## src/rtl/isu_pkg.sv

```systemverilog
package isu_pkg;

    localparam int DATA_W   = 8;
    localparam int NUM_CNT  = 4;
    localparam int CNT_W    = 4;
    localparam int ADDR_W   = 2;

    // Bit positions in the status byte
    localparam int B_RX_READY  = 0;
    localparam int B_TX_DONE   = 1;
    localparam int B_TXQ_EMPTY = 2;
    localparam int B_ALLOC     = 3;
    localparam int B_OVERRUN   = 4;
    localparam int B_SUMMARY   = 5;
    localparam int B_EARLY_RX  = 6;
    localparam int B_PHY       = 7;

    // Control byte enables for the summary conditions
    localparam int C_TXERR_EN = 5;
    localparam int C_ROLL_EN  = 6;
    localparam int C_LINK_EN  = 7;

    localparam logic [DATA_W-1:0] LEVEL_BITS =
        DATA_W'((1 << B_RX_READY) | (1 << B_TXQ_EMPTY));
    localparam logic [DATA_W-1:0] CTRL_KEEP =
        DATA_W'((1 << C_TXERR_EN) | (1 << C_ROLL_EN) | (1 << C_LINK_EN));

    typedef enum logic [ADDR_W-1:0] {
        RA_STATUS = 2'd0,
        RA_ENABLE = 2'd1,
        RA_CTRL   = 2'd2
    } reg_addr_e;

    typedef struct packed {
        logic link_err;
        logic rollover;
        logic tx_err;
    } sum_cond_t;

    typedef struct packed {
        logic link_en;
        logic roll_en;
        logic txerr_en;
    } sum_en_t;

    function automatic sum_en_t ctrl_to_en(input logic [DATA_W-1:0] c);
        sum_en_t e;
        e.txerr_en = c[C_TXERR_EN];
        e.roll_en  = c[C_ROLL_EN];
        e.link_en  = c[C_LINK_EN];
        return e;
    endfunction

    function automatic logic sum_fire(input sum_cond_t c, input sum_en_t e);
        return (c.tx_err & e.txerr_en) | (c.rollover & e.roll_en) |
               (c.link_err & e.link_en);
    endfunction

endpackage

```

## src/rtl/isu_rollover.sv

```systemverilog
module isu_rollover
    import isu_pkg::*;
#(
    parameter int N_CNT = NUM_CNT,
    parameter int W_CNT = CNT_W
) (
    input  logic             clk,
    input  logic             rst,
    input  logic [N_CNT-1:0] inc,
    output logic             wrap
);
    localparam logic [W_CNT-1:0] TOP = {W_CNT{1'b1}};

    logic [N_CNT-1:0] wrap_vec;

    for (genvar g = 0; g < N_CNT; g++) begin : g_cnt
        logic [W_CNT-1:0] cnt_q;
        always_ff @(posedge clk) begin
            if (rst)
                cnt_q <= '0;
            else if (inc[g])
                cnt_q <= cnt_q + 1'b1;
        end
        assign wrap_vec[g] = inc[g] && (cnt_q == TOP);
    end

    assign wrap = |wrap_vec;
endmodule

```

## src/rtl/isu_summary.sv

```systemverilog
module isu_summary
    import isu_pkg::*;
(
    input  logic               clk,
    input  logic               rst,
    input  logic               tx_err,
    input  logic               link_err,
    input  logic [NUM_CNT-1:0] stat_inc,
    input  logic [DATA_W-1:0]  ctrl,
    output logic               sum_evt
);
    logic      wrap;
    sum_cond_t cond;

    isu_rollover #(.N_CNT(NUM_CNT), .W_CNT(CNT_W)) u_roll (
        .clk  (clk),
        .rst  (rst),
        .inc  (stat_inc),
        .wrap (wrap)
    );

    always_comb begin
        cond.tx_err   = tx_err;
        cond.rollover = wrap;
        cond.link_err = link_err;
        sum_evt = sum_fire(cond, ctrl_to_en(ctrl));
    end
endmodule

```

## src/rtl/isu_cfg.sv

```systemverilog
module isu_cfg
    import isu_pkg::*;
(
    input  logic              clk,
    input  logic              rst,
    input  logic [ADDR_W-1:0] addr,
    input  logic              wr,
    input  logic [DATA_W-1:0] wdata,
    output logic [DATA_W-1:0] enable_q,
    output logic [DATA_W-1:0] ctrl_q
);
    always_ff @(posedge clk) begin
        if (rst) begin
            enable_q <= '0;
            ctrl_q   <= '0;
        end else if (wr) begin
            if (addr == RA_ENABLE) enable_q <= wdata;
            if (addr == RA_CTRL)   ctrl_q   <= wdata & CTRL_KEEP;
        end
    end
endmodule

```

## src/rtl/isu_status.sv

```systemverilog
module isu_status
    import isu_pkg::*;
(
    input  logic              clk,
    input  logic              rst,
    input  logic [DATA_W-1:0] evt,
    input  logic [DATA_W-1:0] lvl,
    input  logic              ack_wr,
    input  logic [DATA_W-1:0] ack_data,
    input  logic [DATA_W-1:0] enable,
    output logic [DATA_W-1:0] status,
    output logic              irq
);
    for (genvar i = 0; i < DATA_W; i++) begin : g_bit
        if (LEVEL_BITS[i]) begin : g_lvl
            always_ff @(posedge clk) begin
                if (rst) status[i] <= 1'b0;
                else     status[i] <= lvl[i];
            end
        end else begin : g_sticky
            logic clr;
            assign clr = ack_wr & ack_data[i];
            always_ff @(posedge clk) begin
                if (rst)         status[i] <= 1'b0;
                else if (evt[i]) status[i] <= 1'b1;
                else if (clr)    status[i] <= 1'b0;
            end
        end
    end

    always_ff @(posedge clk) begin
        if (rst) irq <= 1'b0;
        else     irq <= |(status & enable);
    end
endmodule

```

## src/rtl/isu_top.sv

```systemverilog
module isu_top
    import isu_pkg::*;
(
    input  logic              clk,
    input  logic              rst,
    input  logic [ADDR_W-1:0] bus_addr,
    input  logic              bus_wr,
    input  logic [DATA_W-1:0] bus_wdata,
    output logic [DATA_W-1:0] bus_rdata,
    input  logic              src_rx_ready,
    input  logic              src_tx_done,
    input  logic              src_txq_empty,
    input  logic              src_alloc_done,
    input  logic              src_rx_overrun,
    input  logic              src_early_rx,
    input  logic              src_phy_change,
    input  logic              cond_tx_error,
    input  logic              cond_link_error,
    input  logic [NUM_CNT-1:0] stat_inc,
    output logic              irq
);
    logic [DATA_W-1:0] enable_q, ctrl_q, status, evt, lvl;
    logic              sum_evt, ack_wr;

    isu_cfg u_cfg (
        .clk      (clk),
        .rst      (rst),
        .addr     (bus_addr),
        .wr       (bus_wr),
        .wdata    (bus_wdata),
        .enable_q (enable_q),
        .ctrl_q   (ctrl_q)
    );

    isu_summary u_sum (
        .clk      (clk),
        .rst      (rst),
        .tx_err   (cond_tx_error),
        .link_err (cond_link_error),
        .stat_inc (stat_inc),
        .ctrl     (ctrl_q),
        .sum_evt  (sum_evt)
    );

    always_comb begin
        evt = '0;
        evt[B_TX_DONE]  = src_tx_done;
        evt[B_ALLOC]    = src_alloc_done;
        evt[B_OVERRUN]  = src_rx_overrun;
        evt[B_SUMMARY]  = sum_evt;
        evt[B_EARLY_RX] = src_early_rx;
        evt[B_PHY]      = src_phy_change;
        lvl = '0;
        lvl[B_RX_READY]  = src_rx_ready;
        lvl[B_TXQ_EMPTY] = src_txq_empty;
    end

    assign ack_wr = bus_wr && (bus_addr == RA_STATUS);

    isu_status u_stat (
        .clk      (clk),
        .rst      (rst),
        .evt      (evt),
        .lvl      (lvl),
        .ack_wr   (ack_wr),
        .ack_data (bus_wdata),
        .enable   (enable_q),
        .status   (status),
        .irq      (irq)
    );

    always_comb begin
        case (bus_addr)
            RA_STATUS: bus_rdata = status;
            RA_ENABLE: bus_rdata = enable_q;
            RA_CTRL:   bus_rdata = ctrl_q;
            default:   bus_rdata = '0;
        endcase
    end
endmodule

```

## config.mk

```make
export PLATFORM = sky130hd
export DESIGN_NAME = isu_top
export DESIGN_NICKNAME = d
export VERILOG_FILES = /design/src/rtl/isu_pkg.sv /design/src/rtl/isu_rollover.sv /design/src/rtl/isu_summary.sv /design/src/rtl/isu_cfg.sv /design/src/rtl/isu_status.sv /design/src/rtl/isu_top.sv
export SDC_FILE = /design/constraint.sdc
export NUM_CORES = 1
export LEC_CHECK = 0
export BUFFER_PORTS_ARGS = -buffer_cell sky130_fd_sc_hd__buf_2
export CAP_MARGIN = 5
export CORE_ASPECT_RATIO = 0.5
export CORE_MARGIN = 5
export CORE_UTILIZATION = 55
export CTS_BUF_LIST = sky130_fd_sc_hd__clkbuf_8
export CTS_CLUSTER_SIZE = 28
export DETAILED_ROUTE_END_ITERATION = 10
export GPL_TIMING_DRIVEN = 0
export MAX_ROUTING_LAYER = met4
export PLACE_DENSITY = 0.79
export SLEW_MARGIN = 0
export SYNTH_ARGS = -nofsm -noshare
export SYNTH_HDL_FRONTEND = slang
export SYNTH_SLANG_ARGS = --single-unit
```

## constraint.sdc

```tcl
create_clock -name clk -period 1.4 [get_ports clk]
set_clock_uncertainty 0.05 [all_clocks]
set_input_delay 0.14 -clock clk [delete_from_list [all_inputs] [get_ports clk]]
set_output_delay 0.14 -clock clk [all_outputs]
set_load 0.005 [all_outputs]
```

# Yosys cells after proc, flatten, opt, wreduce, memory -nomap -nowiden
# Cells that the tools add are included.
totals:
  ff_bits: 36
  out_inout_bits: 9
  input_bits: 26
classes:
  n_bitwise: 12
  reduce_logical: 16
  n_mux: 13
  add_sub_neg: 4
  eq_ne: 6
ops:
  columns: ["op", "count"]
  rows:
  - ["$pmux 8 s3", 1]
  - ["$add 4x1->4 const B", 4]
  - ["$eq 4x4->1 const B", 4]
  - ["$mux 1", 12]
  - ["$reduce_bool 2->1", 6]
  - ["$and 1x1->1", 9]
  - ["$and 8x8->8", 1]
  - ["$reduce_or 8->1", 1]
  - ["$logic_and 1x1->1", 5]
  - ["$reduce_and 2->1", 2]
  - ["$reduce_or 4->1", 1]
  - ["$eq 2x1->1 const B", 1]
  - ["$eq 2x2->1 const B", 1]
  - ["$logic_not 2->1", 1]
  - ["$or 1x1->1", 2]

# Longest topological paths before layout
# Gate-level depths: netlist (run 1).
depth:
  word_depth: 7
  depth_mapped: 5
  ltp_nobuf: 5

# By module
# From an unflattened synthesis (run 1), not the netlist that was laid out.
hier_totals:
  hier_cells: 173
  hier_area_um2: 1778.0
by_module_without_submodules:
  columns: ["mod", "seq_area_each_um2", "cells_each", "n_inst", "area_each_um2"]
  rows:
  - ["isu_rollover", 320.3, 68, 1, 671.9]
  - ["isu_cfg", 220.2, 53, 1, 543.0]
  - ["isu_status", 180.2, 28, 1, 336.6]
  - ["isu_top", 0.0, 22, 1, 212.7]
  - ["isu_summary", 0.0, 2, 1, 13.8]

# Worst setup path before layout (run 1)
# Ideal clock, no wire load.
synth_timing:
  kind: "register -> register"
  start: "register u_sum.u_roll.g_cnt[3].cnt_q[0]"
  end: "register u_stat.status[5]"
  period_less_slack_ns: 1.058
  setup_ns: 0.132
  path_stages_with_launch: 6
  slack_ns: 0.342
  arrival_time_ns: 0.876
  required_time_ns: 1.218
  n_path_buf: 0
  cell_sequence: "dfxtp_1 -> ha_1 -> nand2_1 -> o22ai_1 -> o21ai_0 -> a21oi_1"
synth_via:
  elab_chain_len: 7
synth_rtl:
  columns: ["item", "line_no", "source"]
  rows:
  - ["from (decl)", "isu_rollover.sv:17", "logic [W_CNT-1:0] cnt_q;"]
  - ["from (signal assigned)", "isu_rollover.sv:22", "cnt_q <= cnt_q + 1'b1;"]
  - ["$eq 4x4->1 (*)", "isu_rollover.sv:24", "assign wrap_vec[g] = inc[g] && (cnt_q == TOP);"]
  - ["$logic_and 1x1->1 (*)", "isu_rollover.sv:24", null]
  - ["$reduce_or 4->1 (*)", "isu_rollover.sv:27", "assign wrap = |wrap_vec;"]
  - ["$and 1x1->1 (*)", "isu_pkg.sv:55", "return (c.tx_err & e.txerr_en) | (c.rollover & e.roll_en) |"]
  - ["$or 1x1->1 (*) (2 in a row)", "isu_pkg.sv:55", null]
  - ["$mux 1 / $reduce_bool 2->1 (equally long branches)", null, null]
  - ["to (signal, indexed assignment)", "isu_status.sv:24", "if (rst) status[i] <= 1'b0;"]
  - ["to (signal, indexed assignment)", "isu_status.sv:25", "else if (evt[i]) status[i] <= 1'b1;"]
  - ["to (signal, indexed assignment)", "isu_status.sv:26", "else if (clr) status[i] <= 1'b0;"]
  - ["to (decl)", "isu_status.sv:11", "output logic [DATA_W-1:0] status,"]
# Mark *: on every way between the ends. The rest lies on a longest branch, timed or not.
# A chain may end at the register's enable or synchronous reset.

# Worst setup path in the final report (run 1)
layout_timing:
  start: "register u_stat.status[6]"
  end: "output port bus_rdata[6]"
layout_via:
  elab_chain_len: 1
layout_rtl:
  columns: ["item", "line_no", "source"]
  rows:
  - ["$pmux 8 s3", "isu_top.sv:73", "case (bus_addr)"]
  - ["to (decl)", "isu_top.sv:9", "output logic [DATA_W-1:0] bus_rdata,"]
# Every way passes these cells.

==> results of run 1 <==
-- registers in the layout, indices dropped and copies added (netlist names) --
register,cells
u_sum.u_roll.g_cnt.cnt_q,16
u_cfg.enable_q,8
u_stat.status,8
u_cfg.ctrl_q,3
u_stat.irq,1
-- worst reg2reg max path, stage by stage, from the launching register on --
cell and delay, ns:
dfxtp_1 0.34, ha_1 0.22, nand2_1 0.10, o22ai_1 0.08, o21ai_0 0.18, a21oi_1 0.08
-- cells in the mapped netlist --
| cell | n |
|---|---|
| dfxtp_1 | 36 |
| nor2_1 | 29 |
| nand2_1 | 26 |
| mux2i_1 | 15 |
| a21oi_1 | 14 |
| nand3_1 | 8 |
| xor2_1 | 8 |
| a22oi_1 | 4 |
| clkbuf_1 | 4 |
| ha_1 | 4 |
| nand4_1 | 4 |
| o21ai_0 | 4 |
| xnor2_1 | 4 |
| buf_6 | 2 |
| nor2b_1 | 2 |
| o22ai_1 | 2 |
| a222oi_1 | 1 |
| a41oi_1 | 1 |
| buf_4 | 1 |
| clkbuf_4 | 1 |
| nand3b_1 | 1 |
| nor2b_4 | 1 |
| nor3b_4 | 1 |
-- metal layers --
metal / vias up / global-route usage, %
met2: 31 / 33.02
met4: 0 / 10.41
li1: 667 / -
met1: 610 / 20.58
met3: 5 / 7.216
met5: - / -
-- logic make-up (layout without fill, tap and decap cells) --
kind of cell	count (synthesis)	after routing	share of synthesized area (%)
simple gates	72	72	20.85
flops	36	36	46.38
compound gates	26	26	9.743
mux	15	15	9.662
xor+xnor	12	12	6.763
buf+inv	8	49	3.382
fa+ha+maj	4	4	3.221
-- per-stage QoR --
| stage | utilization (%) | instances |
|---|---|---|
| after floorplan | - | 173 |
| after global placement | 66.59 | 243 |
| after detailed placement | 66.59 | 243 |
| after CTS | 69.99 | 251 |
| after global routing | 69.99 | 251 |
| final | 69.99 | 251 |
-- layout make-up --
| type | instances | share of cell area (%) |
|---|---|---|
| Clock buffer | 6 | 4.450 |
| Clock inverter | 2 | 0.4046 |
| Multi-Input combinational cell | 129 | 42.08 |
| Sequential cell | 36 | 38.84 |
| Tap cell | 37 | 2.495 |
| Buffer | 8 | 2.832 |
| Timing Repair Buffer | 33 | 8.901 |
-- report_power, final --
group	switching, mW	internal [mW]
Sequential	0.0411	1.08
Clock	0.340	0.386
Combinational	0.118	0.113
-- final timing paths --
kind | startpoint | to | slack (ns) | cells past startpoint
worst min register to register | u_cfg.enable_q[1]$_SDFFE_PP0P_ | u_cfg.enable_q[1]$_SDFFE_PP0P_ | 0.43 | 2
worst max register to register | u_sum.u_roll.g_cnt[1].cnt_q[0]$_SDFFE_PP0P_ | u_stat.status[5]$_SDFFE_PP0P_ | 0.21 | 5
worst min-delay path | src_alloc_done | u_stat.status[3]$_SDFFE_PP0P_ | 0.01 | 3
worst max-delay path | u_stat.status[6]$_SDFFE_PP0P_ | bus_rdata[6] | 0.16 | 3
==> out/results.txt, run 1 <==
CTS max path bufs: 2
DR top layer: met4
Final ANT Viol Nets: 0
Floorplan row count: 13
Final Instance Area: 1856 um2
Worst-Skew Late Latency: 0.28 ns
Relative slew slack: 63.02%
Dpl hpwl: 2.299 mm
Fillers: 231
Multi-input gate area: 780.7 um2
Crit Path Max Fanout: 3
Syn nets: 203
Final hold violations: 0
Post-Route WL: 3.379 mm
Die ar.: 4053 um2
Core Region: 2651 um2
Type of origin of the critical path: register
Largest net degree at the start of global routing: 11
Hold WC Path Type: in2reg
Die height: 47.59 um
Routed len/inst: 13.46 um
Cts bufs inserted: 5
Die Wd: 85.17 um
Max incr delay on CP: 0.37 ns
Worst-margin pin slew: 0.5548 ns
Antenna Cells: 0
Smallest hold slack: 0.01121 ns
Unrepaired setup endpoints after global routing: no
Layout Nets: 243
Max frequency: 805.2 MHz
Maximum vdd drop: 0.8303 mV
Pwr/cell area: 1118 nW/um2
First-pass GRT wire length: 5.664 mm
Final Slew Violations: 0
Final setup vio count: 0
Clock transition at path regs: 0.07 ns
Clock sinks: 36
Vias in the first global route: 1,298
Overall global routing resource usage: 19.41%
Synth area leader: dfxtp_1
Bufs and invs on worst path: 1
CP endpoint kind: primary output
Leakage: 0.8111 nW
Final Worst Setup Slack: 0.1581 ns
Mapped Avg Cell Area: 8.983 um2
Port bufs: 33
Crit path required time: 1.21 ns
DRT met1 WL: 1.512 mm
Syn Inst Count: 173
DRT Pass-1 Iters: 4
Routed via count: 1,313
Most frequent cells in the layout: dfxtp_1, buf_2, nor2_1
Area Overhead vs Synth: 19.40%
Initial antenna violation count: 0
# Post-CTS Setup Buffers: 0
Total power: 2.075 mW
Crit Path Category: reg2out
Storage element area: 720.7 um2
Pre-CTS setup slack: 0.07202 ns
Initial DRC count: 94
CTS resizes: 0
WL met3: 198 um
Min Clock Period, post-route: 1.242 ns
Fraction of layout instances using a drive strength above 1: 21.03%
GRT overflow: 0
Cts hold-fix bufs: 0
H-Tree Depth: 2
Post-synthesis sequential area ratio: 46.38%
Setup TNS: 0 ns
Outcome: complete, no violations
Max-cap violations: 0
Top cell family by delay on the critical path: flip-flops
Initial core utilization: 58.61%
CTS tree: done
Post-Synthesis Cell Area: 1554 um2
Final period utilization: 88.71%
Yosys top cell area share: 46.38%
IO Count: 35
Most common cell after layout, fill and taps aside: dfxtp_1
Synthesis Warnings: 0
Critical-path cell list: mux2i_1 -> o21ai_0 -> buf_2
Synth unique cells: 23
Vias/cell: 5.231
Synth area leaders: dfxtp_1, mux2i_1, nor2_1, nand2_1, a21oi_1
Yosys reg bits: 36
Critical path arrival: 1.05 ns
Met2 WL post-DR: 1.614 mm
Clock root cell: clkbuf_8
Gpl congestion: 0.7834
Cell at the slowest stage of the critical path: dfxtp_1
# DRC: 0
Placed cell areas: 1765 um2
Note: power is estimated with default switching activity, not from simulation.
==> run 2, diff against run 1 <==
- BUFFER_PORTS_ARGS: -buffer_cell sky130_fd_sc_hd__buf_2 -> default
- DONT_BUFFER_PORTS: default -> 1
- PLACE_DENSITY: 0.79 -> 0.68
==> run 2 against run 1 <==
Wire length decreased by 4.0%. Worst hold slack got worse by 0.0088 ns. Sequential power is essentially flat. Via count decreased by 3.8%. Critical path type is now in2reg. Largest cell class unchanged. Highest routed layer unchanged.
==> out/results.txt, run 2 (synthesis results as in run 1) <==
Floorplan row count: 13
Crit path required time: 1.51 ns
IO Count: 35
Vias/cell: 5.329
Worst-Skew Late Latency: 0.28 ns
Smallest hold slack: 0.002408 ns
Final hold violations: 0
Clock root cell: clkbuf_8
Antenna Cells: 0
Most frequent cells in the layout: dfxtp_1, nor2_1, nand2_1
Setup TNS: 0 ns
Crit Path Max Fanout: 1
Unrepaired setup endpoints after global routing: no
Largest register FFs: 16
Worst Reg-to-Reg Cells: 3
Max frequency: 783.7 MHz
Dpl hpwl: 2.229 mm
DP Cell Count: 210
Final Worst Setup Slack: 0.1240 ns
GRT overflow: 0
Most common cell after layout, fill and taps aside: dfxtp_1
Relative slew slack: 66.77%
Maximum vdd drop: 0.7038 mV
First-pass GRT wire length: 5.526 mm
Crit Path Category: in2reg
Final Slew Violations: 0
Cts hold-fix bufs: 20
CP endpoint kind: register
Overall global routing resource usage: 18.61%
Gate power share: 11.2%
Post-Route WL: 3.245 mm
Port bufs: 0
Core Util, Final: 70.84%
Pre-CTS setup slack: 0.2006 ns
Largest Register: u_sum.u_roll.g_cnt.cnt_q
Leakage: 0.7445 nW
Min Clock Period, post-route: 1.276 ns
Die Wd: 85.17 um
Clock transition at path regs: 0.07 ns
CTS resizes: 0
Routed via count: 1,263
CTS max path bufs: 2
Largest net degree at the start of global routing: 11
Critical path arrival: 1.38 ns
Switching power: 0.4853 mW
Type of origin of the critical path: input pin
Pwr/cell area: 1071 nW/um2
Clock sinks: 36
CTS tree: done
Die ar.: 4053 um2
Worst-margin pin slew: 0.4984 ns
Core Region: 2651 um2
Routed len/inst: 13.69 um
Power share of the clock group: 33.2%
Outcome: complete, no violations
Final ANT Viol Nets: 0
Initial antenna violation count: 0
Gpl congestion: 0.7640
# Post-CTS Setup Buffers: 0
Layout Nets: 230
DRT Pass-1 Iters: 6
Reg power frac: 55.6%
Hold WC Path Type: in2reg
P_int: 1.527 mW
Switching Share: 24.12%
Initial core utilization: 58.61%
Initial DRC count: 55
Cts bufs inserted: 5
H-Tree Depth: 2
# DRC: 0
Cell Count, Final, Fillers Out: 237
Final setup vio count: 0
Area Overhead vs Synth: 20.85%
Die height: 47.59 um
Largest registers: u_sum.u_roll.g_cnt.cnt_q (16), u_cfg.enable_q (8), u_stat.status (8)
Vias in the first global route: 1,201
Worst hold path depth: 3
Final period utilization: 91.14%
Max-cap violations: 0
Fraction of layout instances using a drive strength above 1: 6.000%
[run 2: cell types whose count changed in the layout (fill, tap and decap cells not counted)]
cell           previous run  this run
buf_2                    33         0
dlygate4sd3_1             0        20
clkinv_2                  0         1
inv_1                     2         1
clkbuf_8                  6         5
[run 2: power groups by stage]
stage	combinational [mW]	sequential [mW]	clock, mW
after floorplan	0.146	1.13	0
final	0.225	1.12	0.669
after CTS	0.226	1.12	0.676
after detailed placement	0.175	1.14	0
after global placement	0.170	1.14	0
after global routing	0.255	1.13	0.732
[run 2: path summary, 6_finish.rpt]
kind | from | endpoint | slack (ns)
worst min-delay path | bus_wdata[6] | u_stat.status[6]$_SDFFE_PP0P_ | 0.002
worst max-delay path | src_tx_done | u_stat.status[1]$_SDFFE_PP0P_ | 0.12
worst max register to register | u_stat.status[1]$_SDFFE_PP0P_ | u_stat.status[1]$_SDFFE_PP0P_ | 0.17
worst min register to register | u_cfg.enable_q[4]$_SDFFE_PP0P_ | u_cfg.enable_q[4]$_SDFFE_PP0P_ | 0.42
[run 2: worst max-delay path, cell delays in order]
cell and delay (ns):
dlygate4sd3_1 0.54, a21oi_1 0.11, dlygate4sd3_1 0.55, nor2_1 0.04
[run 2: area by class of cell]
class,instances,area [um2]
Timing Repair Buffer,20,200.2
Multi-Input combinational cell,129,780.7
Fill cell,221,773.2
Sequential cell,36,720.7
Tap cell,37,46.29
Clock inverter,2,8.758
Buffer,8,52.55
Clock buffer,5,68.82
[run 2: stage by stage]
| stage | power, mW | area [um2] |
|---|---|---|
| after floorplan | 1.276 | 1554 |
| after global placement | 1.308 | 1600 |
| after detailed placement | 1.315 | 1600 |
| after CTS | 2.019 | 1878 |
| after global routing | 2.112 | 1878 |
| final | 2.012 | 1878 |
[run 2: routing by layer]
layer  global-route usage (%)  part of all wire, %
met1                    21.29                   48
met3                    6.529                  6.8
met4                    5.994                 0.77
met2                    31.64                   45
met5                        -                    0
